### src/rtl/acc_pkg.sv
package acc_pkg;
  typedef enum logic [3:0] {
    OP_CALL  = 4'h0,
    OP_LOAD  = 4'h1,
    OP_STORE = 4'h2,
    OP_ADD   = 4'h3,
    OP_SUB   = 4'h4,
    OP_IN    = 4'h5,
    OP_HALT  = 4'h7,
    OP_SKIP  = 4'h8,
    OP_JMP   = 4'h9,
    OP_JMPI  = 4'hC,
    OP_DUP   = 4'hD
  } op_e;

  typedef enum logic [4:0] {
    S_F_MAR, S_F_RD, S_F_IR, S_F_PC, S_DEC,
    S_RD, S_OPND, S_EXE,
    S_ST_MBR, S_WR,
    S_IN, S_HALT, S_STOP, S_SKIP, S_JMP,
    S_CL_SAVE, S_CL_ADDR, S_CL_WR, S_CL_X, S_CL_ONE, S_CL_SUM, S_CL_PC,
    S_DP_PTR, S_DP_RD, S_DP_VAL, S_DP_DST, S_DP_WR1, S_DP_SP, S_DP_WR2, S_DP_RST
  } state_e;
endpackage

### src/rtl/acc_alu.sv
module acc_alu #(
  parameter int W = 16
) (
  input  logic [W-1:0] a_i,
  input  logic [W-1:0] b_i,
  input  logic         sub_i,
  output logic [W-1:0] y_o
);
  always_comb y_o = sub_i ? (a_i - b_i) : (a_i + b_i);
endmodule

### src/rtl/acc_skip.sv
module acc_skip #(
  parameter int W = 16
) (
  input  logic [W-1:0] ac_i,
  input  logic [1:0]   sel_i,
  output logic         take_o
);
  logic neg, zero;
  always_comb begin
    neg  = ac_i[W-1];
    zero = (ac_i == '0);
    unique case (sel_i)
      2'b00:   take_o = neg;
      2'b01:   take_o = zero;
      2'b10:   take_o = !neg && !zero;
      default: take_o = 1'b0;
    endcase
  end
endmodule

### src/rtl/acc_seq.sv
module acc_seq
  import acc_pkg::*;
(
  input  logic   clk_i,
  input  logic   rst_ni,
  input  logic [3:0] op_i,
  input  logic   in_valid_i,
  output state_e state_o
);
  state_e st_q, st_d;

  always_comb begin
    st_d = st_q;
    unique case (st_q)
      S_F_MAR:  st_d = S_F_RD;
      S_F_RD:   st_d = S_F_IR;
      S_F_IR:   st_d = S_F_PC;
      S_F_PC:   st_d = S_DEC;
      S_DEC: begin
        unique case (op_i)
          OP_CALL:                                st_d = S_CL_SAVE;
          OP_LOAD, OP_ADD, OP_SUB, OP_JMPI, OP_DUP: st_d = S_RD;
          OP_STORE:                               st_d = S_ST_MBR;
          OP_IN:                                  st_d = S_IN;
          OP_HALT:                                st_d = S_HALT;
          OP_SKIP:                                st_d = S_SKIP;
          OP_JMP:                                 st_d = S_JMP;
          default:                                st_d = S_F_MAR;
        endcase
      end
      S_RD:     st_d = S_OPND;
      S_OPND:   st_d = (op_i == OP_DUP) ? S_DP_PTR : S_EXE;
      S_ST_MBR: st_d = S_WR;
      S_IN:     st_d = in_valid_i ? S_F_MAR : S_IN;
      S_HALT:   st_d = S_STOP;
      S_STOP:   st_d = S_STOP;
      S_CL_SAVE: st_d = S_CL_ADDR;
      S_CL_ADDR: st_d = S_CL_WR;
      S_CL_WR:   st_d = S_CL_X;
      S_CL_X:    st_d = S_CL_ONE;
      S_CL_ONE:  st_d = S_CL_SUM;
      S_CL_SUM:  st_d = S_CL_PC;
      S_DP_PTR:  st_d = S_DP_RD;
      S_DP_RD:   st_d = S_DP_VAL;
      S_DP_VAL:  st_d = S_DP_DST;
      S_DP_DST:  st_d = S_DP_WR1;
      S_DP_WR1:  st_d = S_DP_SP;
      S_DP_SP:   st_d = S_DP_WR2;
      S_DP_WR2:  st_d = S_DP_RST;
      default:   st_d = S_F_MAR;
    endcase
  end

  always_ff @(posedge clk_i or negedge rst_ni)
    if (!rst_ni) st_q <= S_F_MAR;
    else         st_q <= st_d;

  assign state_o = st_q;
endmodule

### src/rtl/acc_core.sv
module acc_core
  import acc_pkg::*;
#(
  parameter int DW = 16,
  parameter int AW = 12
) (
  input  logic          clk_i,
  input  logic          rst_ni,
  output logic [AW-1:0] mem_addr_o,
  output logic          mem_we_o,
  output logic [DW-1:0] mem_wdata_o,
  input  logic [DW-1:0] mem_rdata_i,
  input  logic [DW-1:0] in_data_i,
  input  logic          in_valid_i,
  output logic          in_ack_o,
  output logic          halted_o
);
  localparam int OPW = DW - AW;

  state_e        st;
  logic [AW-1:0] pc_q, mar_q;
  logic [DW-1:0] ir_q, mbr_q, ac_q, sav_q;
  logic          halt_q;
  logic [OPW-1:0] op;
  logic [AW-1:0] opnd;
  logic [DW-1:0] alu_b, alu_y;
  logic          alu_sub, skip_take;

  assign op   = ir_q[DW-1:AW];
  assign opnd = ir_q[AW-1:0];

  acc_seq u_seq (
    .clk_i      (clk_i),
    .rst_ni     (rst_ni),
    .op_i       (op[3:0]),
    .in_valid_i (in_valid_i),
    .state_o    (st)
  );

  assign alu_b   = (st == S_DP_RD) ? DW'(1) : mbr_q;
  assign alu_sub = (st == S_DP_RD) || (st == S_EXE && op == OP_SUB);

  acc_alu #(.W(DW)) u_alu (
    .a_i   (ac_q),
    .b_i   (alu_b),
    .sub_i (alu_sub),
    .y_o   (alu_y)
  );

  acc_skip #(.W(DW)) u_skip (
    .ac_i   (ac_q),
    .sel_i  (ir_q[AW-1:AW-2]),
    .take_o (skip_take)
  );

  always_ff @(posedge clk_i or negedge rst_ni) begin
    if (!rst_ni) begin
      pc_q   <= '0;
      mar_q  <= '0;
      ir_q   <= '0;
      mbr_q  <= '0;
      ac_q   <= '0;
      sav_q  <= '0;
      halt_q <= 1'b0;
    end else begin
      unique case (st)
        S_F_MAR:  mar_q <= pc_q;
        S_F_IR:   ir_q  <= mem_rdata_i;
        S_F_PC:   pc_q  <= pc_q + AW'(1);
        S_DEC:    mar_q <= opnd;
        S_OPND: begin
          mbr_q <= mem_rdata_i;
          sav_q <= ac_q;
        end
        S_EXE: begin
          unique case (op)
            OP_LOAD:       ac_q <= mbr_q;
            OP_ADD, OP_SUB: ac_q <= alu_y;
            OP_JMPI:       pc_q <= mbr_q[AW-1:0];
            default:       ;
          endcase
        end
        S_ST_MBR: mbr_q <= ac_q;
        S_IN:     if (in_valid_i) ac_q <= in_data_i;
        S_HALT:   halt_q <= 1'b1;
        S_SKIP:   if (skip_take) pc_q <= pc_q + AW'(1);
        S_JMP:    pc_q <= mar_q;
        S_CL_SAVE: mbr_q <= {{OPW{1'b0}}, pc_q};
        S_CL_ADDR: mar_q <= opnd;
        S_CL_X:    mbr_q <= {{OPW{1'b0}}, opnd};
        S_CL_ONE:  ac_q  <= DW'(1);
        S_CL_SUM:  ac_q  <= alu_y;
        S_CL_PC:   pc_q  <= ac_q[AW-1:0];
        S_DP_PTR: begin
          mar_q <= mbr_q[AW-1:0];
          ac_q  <= mbr_q;
        end
        S_DP_RD:  ac_q  <= alu_y;
        S_DP_VAL: mbr_q <= mem_rdata_i;
        S_DP_DST: mar_q <= ac_q[AW-1:0];
        S_DP_SP: begin
          mbr_q <= ac_q;
          mar_q <= opnd;
        end
        S_DP_RST: ac_q <= sav_q;
        default:  ;
      endcase
    end
  end

  assign mem_addr_o  = mar_q;
  assign mem_wdata_o = mbr_q;
  assign mem_we_o    = (st == S_WR) || (st == S_CL_WR) || (st == S_DP_WR1) || (st == S_DP_WR2);
  assign in_ack_o    = (st == S_IN) && in_valid_i;
  assign halted_o    = halt_q;
endmodule

### config.mk
export PLATFORM = sky130hd
export DESIGN_NAME = acc_core
export DESIGN_NICKNAME = d
export VERILOG_FILES = /design/src/rtl/acc_pkg.sv /design/src/rtl/acc_alu.sv /design/src/rtl/acc_skip.sv /design/src/rtl/acc_seq.sv /design/src/rtl/acc_core.sv
export SDC_FILE = /design/constraint.sdc
export NUM_CORES = 1
export LEC_CHECK = 0
export ABC_AREA = 1
export CELL_PAD_IN_SITES_DETAIL_PLACEMENT = 1
export CELL_PAD_IN_SITES_GLOBAL_PLACEMENT = 1
export CORE_UTILIZATION = 46
export CTS_BUF_LIST = sky130_fd_sc_hd__clkbuf_4 sky130_fd_sc_hd__clkbuf_8 sky130_fd_sc_hd__clkbuf_16
export DETAILED_ROUTE_END_ITERATION = 8
export GPL_ROUTABILITY_DRIVEN = 0
export PLACE_DENSITY_LB_ADDON = 0.1
export SLEW_MARGIN = 0
export SYNTH_ARGS = -nofsm -noshare
export SYNTH_HDL_FRONTEND = slang
export SYNTH_SLANG_ARGS = --single-unit
### constraint.sdc
create_clock -name clk_i -period 6.8 [get_ports clk_i]
set_clock_uncertainty 0.15 [all_clocks]
set_input_delay 0.68 -clock clk_i [delete_from_list [all_inputs] [get_ports clk_i]]
set_output_delay 0.68 -clock clk_i [all_outputs]
set_load 0.005 [all_outputs]
==> results.yml <==
status:
  status: "finished, final reports clean"
hold_path:
  hp-class: "in2async"
sta:
  period_share_pct: 67.3
  slew_violations: 0
  worst_pin_slew_ns: 1.03
  finalHoldViolCount: 0
  slew_headroom_pct: 31.1
  min_period_ns: 4.58
  grt_setup_unrepaired: "false"
  timing.setup.tns_ns: 0
  fmaxAchievable_mhz: 219
  setup_viol: 0
place:
  hpwl_um: 20700
  placed_area_um2: 7430
  placed_cells: 1142
  port_buffers: 65
route:
  antenna_left: 0
  vias: 7331
  drcViolationCount: 0
  drtPass1Iterations: 5
  routed_wl_um: 27100
  viasPerCell: 6.33
  drtIter0Drc: 572
  wl_per_cell_um: 23.4
cts:
  numCtsBuffers: 9
  clkSlewWorstSetupHoldPaths_ns: 0.07
  cts_resized: 0
  cts.sinks: 94
  insertion_delay_ns: 0.37
  cts_setup_buffers: 0
  cts-htree-levels: 3
  clk_path_buf_depth: 2
  root_buffer: "clkbuf_16"
  ctsHoldBuffers: 0
  cts_tree: "built"
setup_path:
  worstRegToRegCells: 23
  worstPathCellList: "nand3_2, nand2_1, ha_1, inv_1, a21oi_1, nand3_1, a21oi_2, nand2_1, nand2_1, nand3_1, o21ai_0, inv_1, ha_1, nand2_1, o21ai_0, o21bai_1, nand2_1, nand3_1, nand2_1, o21ai_0, nand3_1, nand2_1, nand2_1"
  r2r-end: "ac_q[12]"
  cp_common_cell: "nand2_1"
  critical_path.startpoint_type: "register"
  slowest_stage: "dfrtp_1"
  critPathTopFamily: "simple AND/OR/NAND/NOR gates"
  cp.required_ns: 6.90
  arrival_ns: 4.68
  end_kind: "register"
  critPathMaxFanout: 27
  cp_slowest_stage_delay_ns: 0.66
  critical_path_class: "reg2reg"
  timing.reg2reg.setup_slack_ns: 2.22
  cp_num_buf_inv: 2
  r2r_start: "u_seq.state_o[4]"
synth:
  synthMuxAreaShare_pct: 0
  yosysTopAreaCellShare_pct: 35.4
  synth_area_leaders: "dfrtp_1 35%, nand2_1 11%, inv_1 6.9%"
  syn_avg_cell_area_um2: 7.22
  synth-compound-area-share_pct: 25.5
  yosysTopAreaCell: "dfrtp_1"
  synth_top_family_by_area: "compound AO/OA/AOI/OAI gates"
  synth-adder-area-share_pct: 4.25
  yosys.area_share.simple_pct: 21.8
  yosys_warnings: 0
  synthCells: 922
  synth-seq-area-share_pct: 35.4
  synth_edf_count: 0
  async_flop_share_pct: 100
  ys.flop_type: "dfrtp_1"
  synth_fp_nets: 979
  yosys_register_bits: 94
  synth_cell_types: 46
  synth_xor_area_share_pct: 3.29
  synth.cell_area_um2: 6650
floorplan:
  die_w_um: 122
  floorplan.rows: 43
  start_util_pct: 47.6
  die_y_um: 122
  die_area_um2: 14900
  core_um2: 14000
  io_pins: 66
layout:
  diodes: 0
  layout_common_cells: "197 x nand2_1, 122 x inv_1, 94 x dfrtp_1"
  final_area_um2: 7710
  final_common_cell: "nand2_1"
  multi_input_area_um2: 3650
  ff_latch_area_um2: 2350
  nets: 1030
  stdcell_count: 1158
  fillCellCount: 1795
  drive_gt1_share_pct: 5.83
  syn_to_final_growth_pct: 15.9
global_routing:
  top_usage_layer: "met2"
  grtUsageMet1_pct: 46.9
  grtUsageMet3_pct: 6.97
  globalRouteMet2Util_pct: 62.9
  grt_pass1_vias: 7762
  antenna_found_initial: 0
  grt_use_total_pct: 37.9
  grt_pass1_wl_um: 42300
  grt_max_degree: 74
  gr-total-overflow: 0
power:
  irDropWorstVdd_v: 0.000188
  fin_total_pwr_mw: 4.08
  p_leak_nw: 3.51
  power_density_nw_per_um2: 529
run:
  maxCapViolations: 0
==> metrics by stage <==
step                worst slack, ns  hold WS (ns)  utilization (%)
floorplan                      3.11         0.234                -
global placement               2.64         0.318             53.1
detailed placement             2.35         0.332             53.1
CTS                            2.33        0.0561             55.1
global route                   1.88        0.0660             55.1
finish                         2.22        0.0478             55.1
==> cell usage after synthesis (2+ instances only) <==
library cell and count:
nor3_1 11, xnor2_1 7, o311ai_0 2, a221oi_1 22, o21bai_1 2, nand2_1 197, o21a_1 3, inv_2 13
xor2_1 18, buf_2 10, a31oi_1 8, o221ai_1 18, nor4_1 3, nor3_2 2, dfrtp_1 94, nand4_1 11
o211ai_1 14, buf_1 2, a211oi_1 5, o22ai_1 24, o21ai_0 85, a21oi_1 70, nand3_2 2, inv_1 122
nor2_4 3, a22oi_1 3, nor2_1 59, o21ai_1 10, clkbuf_1 18, nor2_2 7, nand2_2 3, ha_1 21
nand3_1 36, o2111ai_1 5
==> worst reg2reg max path, cell delays in order, from the launching register on <==
cell,delay (ns)
dfrtp_1,0.66
nand3_2,0.55
nand2_1,0.28
ha_1,0.17
inv_1,0.05
a21oi_1,0.16
nand3_1,0.15
a21oi_2,0.21
nand2_1,0.08
nand2_1,0.08
nand3_1,0.07
o21ai_0,0.10
inv_1,0.06
ha_1,0.37
nand2_1,0.07
o21ai_0,0.30
o21bai_1,0.21
nand2_1,0.13
nand3_1,0.11
nand2_1,0.08
o21ai_0,0.19
nand3_1,0.12
nand2_1,0.07
nand2_1,0.05
==> flip-flops by register name, summed over array words and instances, names as in the netlist <==
name / flops
u_seq.state_o: 5
mem_addr_o: 12
sav_q: 16
ac_q: 16
mem_wdata_o: 16
halted_o: 1
pc_q: 12
ir_q: 16
==> layer usage <==
metal	vias to the layer above	part of all wire [%]
li1	3270	-
met1	3598	40
met2	384	47
met3	79	8.5
met4	0	4.2
met5	-	0
==> kinds of logic after synthesis <==
family / Yosys count
xor gates and xnor gates: 25
adders and majority gates: 22
buffers and inverters: 167
AOI/OAI and AO/OA: 278
DFF: 94
and+or+nand+nor: 336
==> final cells by class <==
class                      count  area share (%)
clock buffer                  10            3.02
clock inverter                 6           0.568
inverter                     136            6.62
multi-input combinational    661            47.4
sequential                    94            30.5
tap                          180            2.92
timing repair buffer          71            8.99
==> worst max-delay path by stage <==
| stage | from | endpoint | slack (ns) | cells past startpoint |
|---|---|---|---|---|
| after global placement | u_seq.state_o[4] | ac_q[14] | 2.64 | 22 |
| final | u_seq.state_o[4] | ac_q[12] | 2.22 | 23 |
| after global routing | u_seq.state_o[4] | ac_q[12] | 1.88 | 23 |
| after CTS | u_seq.state_o[4] | ac_q[12] | 2.33 | 23 |
| after detailed placement | u_seq.state_o[4] | ac_q[12] | 2.35 | 23 |
| after floorplan | u_seq.state_o[3] | ac_q[15] | 3.11 | 28 |
==> power by group <==
part | switching, mW | internal (mW)
Sequential | 0.293 | 0.806
Combinational | 1.63 | 0.854
Clock | 0.247 | 0.255
Note: power is estimated with default switching activity, not from simulation.
